`src/rtl/irq_mm_pkg.sv`:
```
package irq_mm_pkg;
    parameter int NUM_CH      = 2;
    parameter int BITS_PER_CH = 2;
    localparam int NBITS      = NUM_CH * BITS_PER_CH;

    typedef struct packed {
        logic [NBITS-1:0] status;
    } bank_state_t;

    typedef struct packed {
        logic msg_req;
    } trig_state_t;
endpackage

```
`src/rtl/irq_status_bank.sv`:
```
module irq_status_bank #(
    parameter int NBITS = irq_mm_pkg::NBITS
) (
    input  logic             clk,
    input  logic             rst_n,
    input  logic [NBITS-1:0] hw_set,
    input  logic [NBITS-1:0] sw_clr,
    output logic [NBITS-1:0] status_q,
    output logic [NBITS-1:0] status_nxt
);
    typedef struct packed {
        logic [NBITS-1:0] status;
    } st_t;

    st_t st_d, st_q;

    always_comb begin
        st_d = st_q;
        for (int i = 0; i < NBITS; i++) begin
            if (hw_set[i])
                st_d.status[i] = 1'b1;      // set wins over clear
            else if (sw_clr[i])
                st_d.status[i] = 1'b0;
        end
    end

    always_ff @(posedge clk) begin
        if (!rst_n) st_q <= '0;
        else        st_q <= st_d;
    end

    assign status_q   = st_q.status;
    assign status_nxt = st_d.status;

    for (genvar g = 0; g < NBITS; g++) begin : g_chk
        p_set_sticks_r2: assert property (@(posedge clk) disable iff (!rst_n)
            ($past(rst_n) && $past(hw_set[g])) |-> status_q[g]);
        p_clear_drops_r3: assert property (@(posedge clk) disable iff (!rst_n)
            ($past(rst_n) && $past(sw_clr[g]) && !$past(hw_set[g])) |-> !status_q[g]);
    end
endmodule

```
`src/rtl/irq_msg_trigger.sv`:
```
module irq_msg_trigger #(
    parameter int NBITS = irq_mm_pkg::NBITS
) (
    input  logic             clk,
    input  logic             rst_n,
    input  logic             msg_mode,
    input  logic [NBITS-1:0] cur_status,
    input  logic [NBITS-1:0] nxt_status,
    input  logic [NBITS-1:0] hw_set,
    input  logic [NBITS-1:0] sw_clr,
    output logic             msg_req
);
    typedef struct packed {
        logic req;
    } tr_t;

    tr_t tr_d, tr_q;
    logic fresh_bit, pending_cut, still_pending;

    always_comb begin
        fresh_bit     = |(hw_set & ~cur_status);
        pending_cut   = |(sw_clr & cur_status);
        still_pending = |nxt_status;
        tr_d.req      = msg_mode && still_pending && (fresh_bit || pending_cut);
    end

    always_ff @(posedge clk) begin
        if (!rst_n) tr_q <= '0;
        else        tr_q <= tr_d;
    end

    assign msg_req = tr_q.req;

    p_msg_only_in_mode_r5: assert property (@(posedge clk) disable iff (!rst_n)
        msg_req |-> $past(msg_mode));
endmodule

```
`src/rtl/irq_dual_mode_gen.sv`:
```
module irq_dual_mode_gen #(
    parameter int NUM_CH      = irq_mm_pkg::NUM_CH,
    parameter int BITS_PER_CH = irq_mm_pkg::BITS_PER_CH,
    localparam int NBITS      = NUM_CH * BITS_PER_CH
) (
    input  logic             clk,
    input  logic             rst_n,
    input  logic             msg_mode,
    input  logic [NBITS-1:0] hw_set,
    input  logic [NBITS-1:0] sw_clr,
    output logic [NBITS-1:0] status,
    output logic             irq_wire,
    output logic             msg_req
);
    logic [NBITS-1:0] st_q, st_nxt;

    irq_status_bank #(.NBITS(NBITS)) u_bank (
        .clk        (clk),
        .rst_n      (rst_n),
        .hw_set     (hw_set),
        .sw_clr     (sw_clr),
        .status_q   (st_q),
        .status_nxt (st_nxt)
    );

    irq_msg_trigger #(.NBITS(NBITS)) u_trig (
        .clk        (clk),
        .rst_n      (rst_n),
        .msg_mode   (msg_mode),
        .cur_status (st_q),
        .nxt_status (st_nxt),
        .hw_set     (hw_set),
        .sw_clr     (sw_clr),
        .msg_req    (msg_req)
    );

    always_comb begin
        status   = st_q;
        irq_wire = !msg_mode && (st_q != '0);
    end

    p_wire_low_in_msg_r6: assert property (@(posedge clk) disable iff (!rst_n)
        msg_mode |-> !irq_wire);
    p_wire_follows_r5: assert property (@(posedge clk) disable iff (!rst_n)
        (!msg_mode && status != '0) |-> irq_wire);
    p_no_msg_when_empty_r10: assert property (@(posedge clk) disable iff (!rst_n)
        (status == '0) |-> !msg_req);
    p_set_holds_r4: assert property (@(posedge clk) disable iff (!rst_n)
        ($past(rst_n) && $past(hw_set != '0)) |-> (status != '0));
endmodule

```
`config.mk`:
```
export PLATFORM = sky130hd
export DESIGN_NAME = irq_dual_mode_gen
export DESIGN_NICKNAME = d
export VERILOG_FILES = /design/src/rtl/irq_mm_pkg.sv /design/src/rtl/irq_status_bank.sv /design/src/rtl/irq_msg_trigger.sv /design/src/rtl/irq_dual_mode_gen.sv
export SDC_FILE = /design/constraint.sdc
export NUM_CORES = 1
export LEC_CHECK = 0
export BUFFER_PORTS_ARGS = -buffer_cell sky130_fd_sc_hd__buf_4
export CORE_AREA = 2 2 39 41
export CTS_CLUSTER_DIAMETER = 120
export DETAILED_ROUTE_END_ITERATION = 16
export DIE_AREA = 0 0 41 43
export PLACE_DENSITY_LB_ADDON = 0.05
export SLEW_MARGIN = 20
export SYNTH_ARGS = -nofsm -noshare
export SYNTH_HDL_FRONTEND = slang
export SYNTH_SLANG_ARGS = --single-unit
```
`constraint.sdc`:
```
create_clock -name clk -period 2.2 [get_ports clk]
set_input_delay 0.22 -clock clk [delete_from_list [all_inputs] [get_ports clk]]
set_output_delay 0.22 -clock clk [all_outputs]
set_load 0.03 [all_outputs]
```
# Word-level counts from Yosys, hierarchy flattened
# Index checks and enable logic that the tools add are counted.
word_totals:
  register_bits: 5
  inputBits: 11
  wordCells: 22
classes:
  n_reduce_logical: 9
  mux: 8
  n_bitwise: 3
ops:
  columns: ["cell", "n"]
  rows:
  - ["4-bit OR reduction", 3]
  - ["4-bit bitwise AND", 2]
  - ["1-bit 2-to-1 mux", 8]
  - ["4-bit NOT", 1]
  - ["4-bit nonzero test", 1]
  - ["1-bit logical AND", 3]
  - ["1-bit logical NOT", 1]
  - ["1-bit logical OR", 1]

# Depth between registers and ports, before layout
# Gate-level depths: netlist of the first run.
depth:
  depth_word: 5
  ltp_mapped: 4

# By module
# From an unflattened synthesis of the first run, not the netlist that was laid out.
unflattened:
  cells_unflattened: 27
  area_unflattened_um2: 284.0
by_module_without_submodules:
  columns: ["mod", "cells_each", "area_per_inst_um2", "instances"]
  rows:
  - ["irq_status_bank", 16, 190.2, 1]
  - ["irq_msg_trigger", 9, 83.8, 1]
  - ["irq_dual_mode_gen", 2, 10.0, 1]

# Worst setup path before layout of the first run
# Ideal clock, no wire load.
synth_path:
  kind: "register -> output"
  start: "reg, netlist name u_bank.status_q[3]"
  end: "out irq_wire"
  arrival_ps: 1039
  required_time_ps: 1980
  stages_incl_launch_ff: 3
  setup_slack_ps: 941
  path_cell_list: "dfxtp_1 nor4_1 nor2_1"
synth_between:
  elab_chain_len: 2
synth_rtl:
  columns: ["item", "line_no", "text"]
  rows:
  - ["4-bit nonzero test", "irq_dual_mode_gen.sv:39", "irq_wire = !msg_mode && (st_q != '0);"]
  - ["1-bit logical AND", "irq_dual_mode_gen.sv:39", null]
  - ["to (decl)", "irq_dual_mode_gen.sv:12", "output logic irq_wire,"]
# Every way passes these cells.

# Worst setup path after layout of the first run
layout_path:
  start: "reg, netlist name u_bank.status_q[0]"
  end: "out irq_wire"
layout_between:
  elab_chain_len: 2
layout_rtl:
  columns: ["item", "line_no"]
  rows:
  - ["4-bit nonzero test", "irq_dual_mode_gen.sv:39"]
  - ["1-bit logical AND", "irq_dual_mode_gen.sv:39"]
# Every way passes these cells.

==> impl_metrics.csv, run 1 <==
group,metric,value,unit
detailed_routing,drc,0,
global_routing,grt_pass1_vias,238,
logic_synthesis,yosysWarningCount,0,
critical_path,worstSetupStartpointType,"register",
critical_path,critPathMaxFanout,4,
outcome,status,"completed",
die,start_util,16.9,%
clock_network,clk_latency,0.24,ns
critical_path,cp.required,1.98,ns
sta,slew_viol_final,0,
die,die_w,41,um
clock_network,clock_sinks,5,
sta,setup_viol,0,
die,io_pins,17,
die,chipHeight,43,um
sta,fin_setup_tns,0,ns
sta,period_minus_slack,1.30,ns
clock_network,hold_buffers,0,
placed_design,dp_hpwl,543,um
power_and_ir_drop,p_leak,0.000190,uW
logic_synthesis,syn_avg_cell_area,8.67,um2
clock_network,post_cts_buffers,0,
detailed_routing,totalWireLength,635,um
die,core-area,0.00138,mm2
global_routing,grt_max_degree,6,
detailed_routing,first_iter_violations,3,
sta,min_period_over_period,59.1,%
clock_network,cts_buffer_depth,2,
clock_network,htree_levels,1,
global_routing,antenna_found_initial,0,
detailed_routing,first_pass_iters,2,
critical_path,critical_path_class,"register to output port",
detailed_routing,routed_via_density,4.08,
power_and_ir_drop,power.density,674,mW/mm2
placed_design,place.gp.congestion,0.673,
logic_synthesis,ys_seq_elements,5,
die,rows,14,
sta,rsz0062_at_grt,"no",
critical_path,cp.arrival,1.08,ns
sta,slew_headroom,84.3,%
final_layout,drive_gt1_share,42.6,%
global_routing,grt_pass1_wl,952,um
logic_synthesis,netlist_area,234,um2
clock_network,cts_root_buf,"clkbuf_4",
placed_design,place_ws,1.14,ns
die,dieArea,0.00176,mm2
final_layout,syn_to_final_growth,71.1,%
detailed_routing,wl_per_cell,10.1,um
clock_network,cts_resized,0,
sta,max_freq,769,MHz
job,cap_violations,0,
logic_synthesis,synth_fp_nets,38,
sta,holdWs,0.230,ns
sta,fin_ws,0.900,ns
clock_network,clk_pin_slew,0.05,ns
clock_network,tritoncts,"done",
clock_network,numCtsBuffers,3,
final_layout,antenna_cells,0,
logic_synthesis,netlist_instances,27,
detailed_routing,vias,257,
logic_synthesis,ys_seq_area_share,42.8,%
final_layout,fin_nets,59,
sta,finalHoldViolations,0,
critical_path,end_kind,"output port",
sta,tightest_slew,0.233,ns
global_routing,grt_use_total,8.74,%
global_routing,overflow,0,
min_path,hp-class,"input port to register",
placed_design,io_buffers,16,
power_and_ir_drop,ir_drop,214,uV
logic_synthesis,ys_types,12,
sta,finClkSkew,0.00921,ns
detailed_routing,ant_nets,0,
## through the flow
step                      total power (uW)  utilization (%)  area [um2]  std cells
after floorplan                        135                -         234         27
after global placement                 167             27.0         374         59
after detailed placement               168             27.0         374         59
after CTS                              276             28.9         400         63
after global routing                   290             28.9         400         63
final                                  270             28.9         400         63
## worst paths after layout
kind | from | end | slack (ns) | depth (start not counted)
worst max-delay path | u_bank.status_q[0]$_SDFF_PN0_ | irq_wire | 0.90 | 3
worst max register to register | u_bank.status_q[3]$_SDFF_PN0_ | u_trig.msg_req$_SDFF_PN0_ | 1.17 | 4
worst min-delay path | rst_n | u_bank.status_q[0]$_SDFF_PN0_ | 0.23 | 2
worst min register to register | u_bank.status_q[2]$_SDFF_PN0_ | u_bank.status_q[2]$_SDFF_PN0_ | 0.62 | 2
## cells in the mapped netlist, drive strengths merged
cell type,instances,area share (%)
nor2b,6,19
dfxtp,5,43
nor2,5,8.0
a21oi,2,4.3
inv,2,3.2
mux2i,2,8.6
a41oi,1,3.7
nand2,1,1.6
nor4,1,2.7
o211ai,1,3.2
o22ai,1,2.7
## area by class of cell
cell class | count | area, um2
clock buffers | 4 | 26.3
fillers | 161 | 983
inverters | 2 | 7.51
multi-input cells | 20 | 126
flip-flops and latches | 5 | 100
well taps | 16 | 20.0
repair buffers | 16 | 120
## per-layer routing
| layer | vias up | routed length (um) | GRT usage, % |
|---|---|---|---|
| li1 | 131 | - | - |
| met3 | 0 | 67 | 5.24 |
| met5 | - | 0 | 0 |
| met2 | 11 | 313 | 11.3 |
| met4 | 0 | 0 | 8.00 |
| met1 | 115 | 255 | 9.35 |
## flip-flops by register name, indices dropped and copies added (netlist names)
signal and count:
u_bank.status_q 4, u_trig.msg_req 1
## layout by cell type (no fill, tap or decap)
cell type  synthesis  final
a41oi_1            1      1
clkbuf_1           0      1
o22ai_1            1      1
nor2_1             5      5
mux2i_1            2      2
buf_4              0     16
nor2b_4            1      1
clkbuf_4           0      3
nand2_1            1      1
inv_1              2      2
dfxtp_1            5      5
o211ai_1           1      1
nor4_1             1      1
a21oi_1            2      2
nor2b_1            5      5
## critical path, cell delays in order, from the launching register on
cell and delay [ns]:
dfxtp_1 0.33, nor4_1 0.28, nor2_1 0.06, buf_4 0.17
## power breakdown
part,switching (uW),internal (uW)
Sequential,5.52,96.9
Combinational,31.5,31.0
Clock,36.3,68.5
Total,73.3,196
## logic make-up (layout without fill, tap and decap cells)
kind of cell	Yosys count	in the layout	synth area share, %
buffers and inverters	2	22	3.21
AOI/OAI and AO/OA	5	5	13.9
DFF	5	5	42.8
and+or+nand+nor	13	13	31.6
muxes	2	2	8.56
Note: power is estimated with default switching activity, not from simulation.
==> run 2, diff against run 1 <==
Clock period 2.2 ns to 1.35 ns, I/O delays scaled along.
==> impl_metrics.csv, run 2 (same netlist as run 1, synthesis figures left out) <==
group,metric,value,unit
clock_network,cts_root_buf,"clkbuf_4",
sta,rsz0062_at_grt,"no",
clock_network,cts_buffer_depth,2,
die,chipHeight,43,um
critical_path,cp_cell_sequence,"nor4_1 > nor2_1 > buf_4",
sta,finalHoldViolations,0,
sta,min_period_over_period,88.6,%
min_path,hp-class,"input port to register",
global_routing,overflow,0,
critical_path,crit_family,"flip-flops",
global_routing,grt_pass1_vias,243,
critical_path,worstSetupStartpointType,"register",
detailed_routing,first_iter_violations,0,
power_and_ir_drop,power,441,uW
final_layout,antenna_cells,0,
sta,slew_viol_final,0,
job,cap_violations,0,
detailed_routing,ant_nets,0,
die,rows,14,
clock_network,htree_levels,1,
clock_network,tritoncts,"done",
final_layout,largest_reg_flops,4,
sta,tightest_slew,0.216,ns
sta,fin_ws,0.154,ns
clock_network,clk_pin_slew,0.05,ns
outcome,status,"completed",
power_and_ir_drop,ir_drop,277,uV
sta,fin_setup_tns,0,ns
critical_path,cpPeakStageDelay,0.33,ns
detailed_routing,totalWireLength,613,um
clock_network,clock_sinks,5,
sta,period_minus_slack,1.20,ns
clock_network,cts_resized,0,
detailed_routing,wl_per_cell,9.73,um
clock_network,hold_buffers,0,
die,io_pins,17,
final_layout,drive_gt1_share,42.6,%
detailed_routing,vias,258,
clock_network,post_cts_buffers,0,
critical_path,end_kind,"output port",
critical_path,cp.required,1.22,ns
final_layout,syn_to_final_growth,71.1,%
final_layout,layout_commonest_cell,"buf_4",
global_routing,antenna_found_initial,0,
critical_path,critPathMaxFanout,4,
clock_network,numCtsBuffers,3,
global_routing,grt_use_total,8.43,%
detailed_routing,routed_via_density,4.10,
sta,holdWs,0.147,ns
sta,max_freq,836,MHz
global_routing,grt_pass1_wl,931,um
placed_design,dp_hpwl,514,um
final_layout,fin_nets,59,
detailed_routing,drc,0,
die,core-area,0.00138,mm2
placed_design,place_ws,0.318,ns
clock_network,clk_latency,0.24,ns
sta,setup_viol,0,
final_layout,final_cell_mix,"16 x buf_4, 5 x nor2_1, 5 x nor2b_1, 5 x dfxtp_1, 3 x clkbuf_4",
sta,slew_headroom,85.4,%
global_routing,grt_max_degree,6,
placed_design,place.gp.congestion,0.635,
die,die_w,41,um
critical_path,critical_path_class,"register to output port",
placed_design,io_buffers,16,
final_layout,utilization,28.9,%
critical_path,cp.arrival,1.06,ns
final_layout,n_fill_cell,170,
detailed_routing,first_pass_iters,1,
power_and_ir_drop,p_leak,0.000190,uW
die,start_util,16.9,%
sta,finClkSkew,0.00331,ns
critical_path,worst-path-buf-inv,1,
die,dieArea,0.00176,mm2
critical_path,crit_slowest_cell,"dfxtp_1",
power_and_ir_drop,power.density,1100,mW/mm2
run 2: worst paths after layout:
kind	start	end	slack, ns	cells past startpoint
setup / recovery	u_bank.status_q[0]$_SDFF_PN0_	irq_wire	0.15	3
hold / removal	rst_n	u_bank.status_q[3]$_SDFF_PN0_	0.15	2
setup reg to reg	u_bank.status_q[3]$_SDFF_PN0_	u_trig.msg_req$_SDFF_PN0_	0.34	4
hold reg to reg	u_bank.status_q[2]$_SDFF_PN0_	u_bank.status_q[2]$_SDFF_PN0_	0.63	2
run 2: routing by layer:
metal | wire length, um | global-route usage (%)
met5 | 0 | 0
met4 | 8 | 8.00
met2 | 286 | 10.6
met3 | 81 | 3.14
met1 | 237 | 10.3
run 2: layout make-up:
class	instances	area [um2]	share of cell area [%]
timing repair buffer	16	120	30.0
multi-input combinational	20	126	31.6
inverter	2	7.51	1.88
clock buffer	4	26.3	6.56
tap	16	20.0	5.00
sequential	5	100	25.0
run 2: report_power, final:
| group | switching [uW] | internal [uW] | leakage [uW] |
|---|---|---|---|
| clock | 61.0 | 112 | 0.0000150 |
| sequential | 9.22 | 158 | 0.0000418 |
| combinational | 50.2 | 50.4 | 0.000133 |
| total | 120 | 320 | 0.000190 |
run 2: per-stage QoR:
step | cells | area, um2
6_report | 63 | 400
5_1_grt | 63 | 400
4_1_cts | 63 | 400
3_5_place_dp | 59 | 374
3_3_place_gp | 59 | 374
2_1_floorplan | 27 | 234
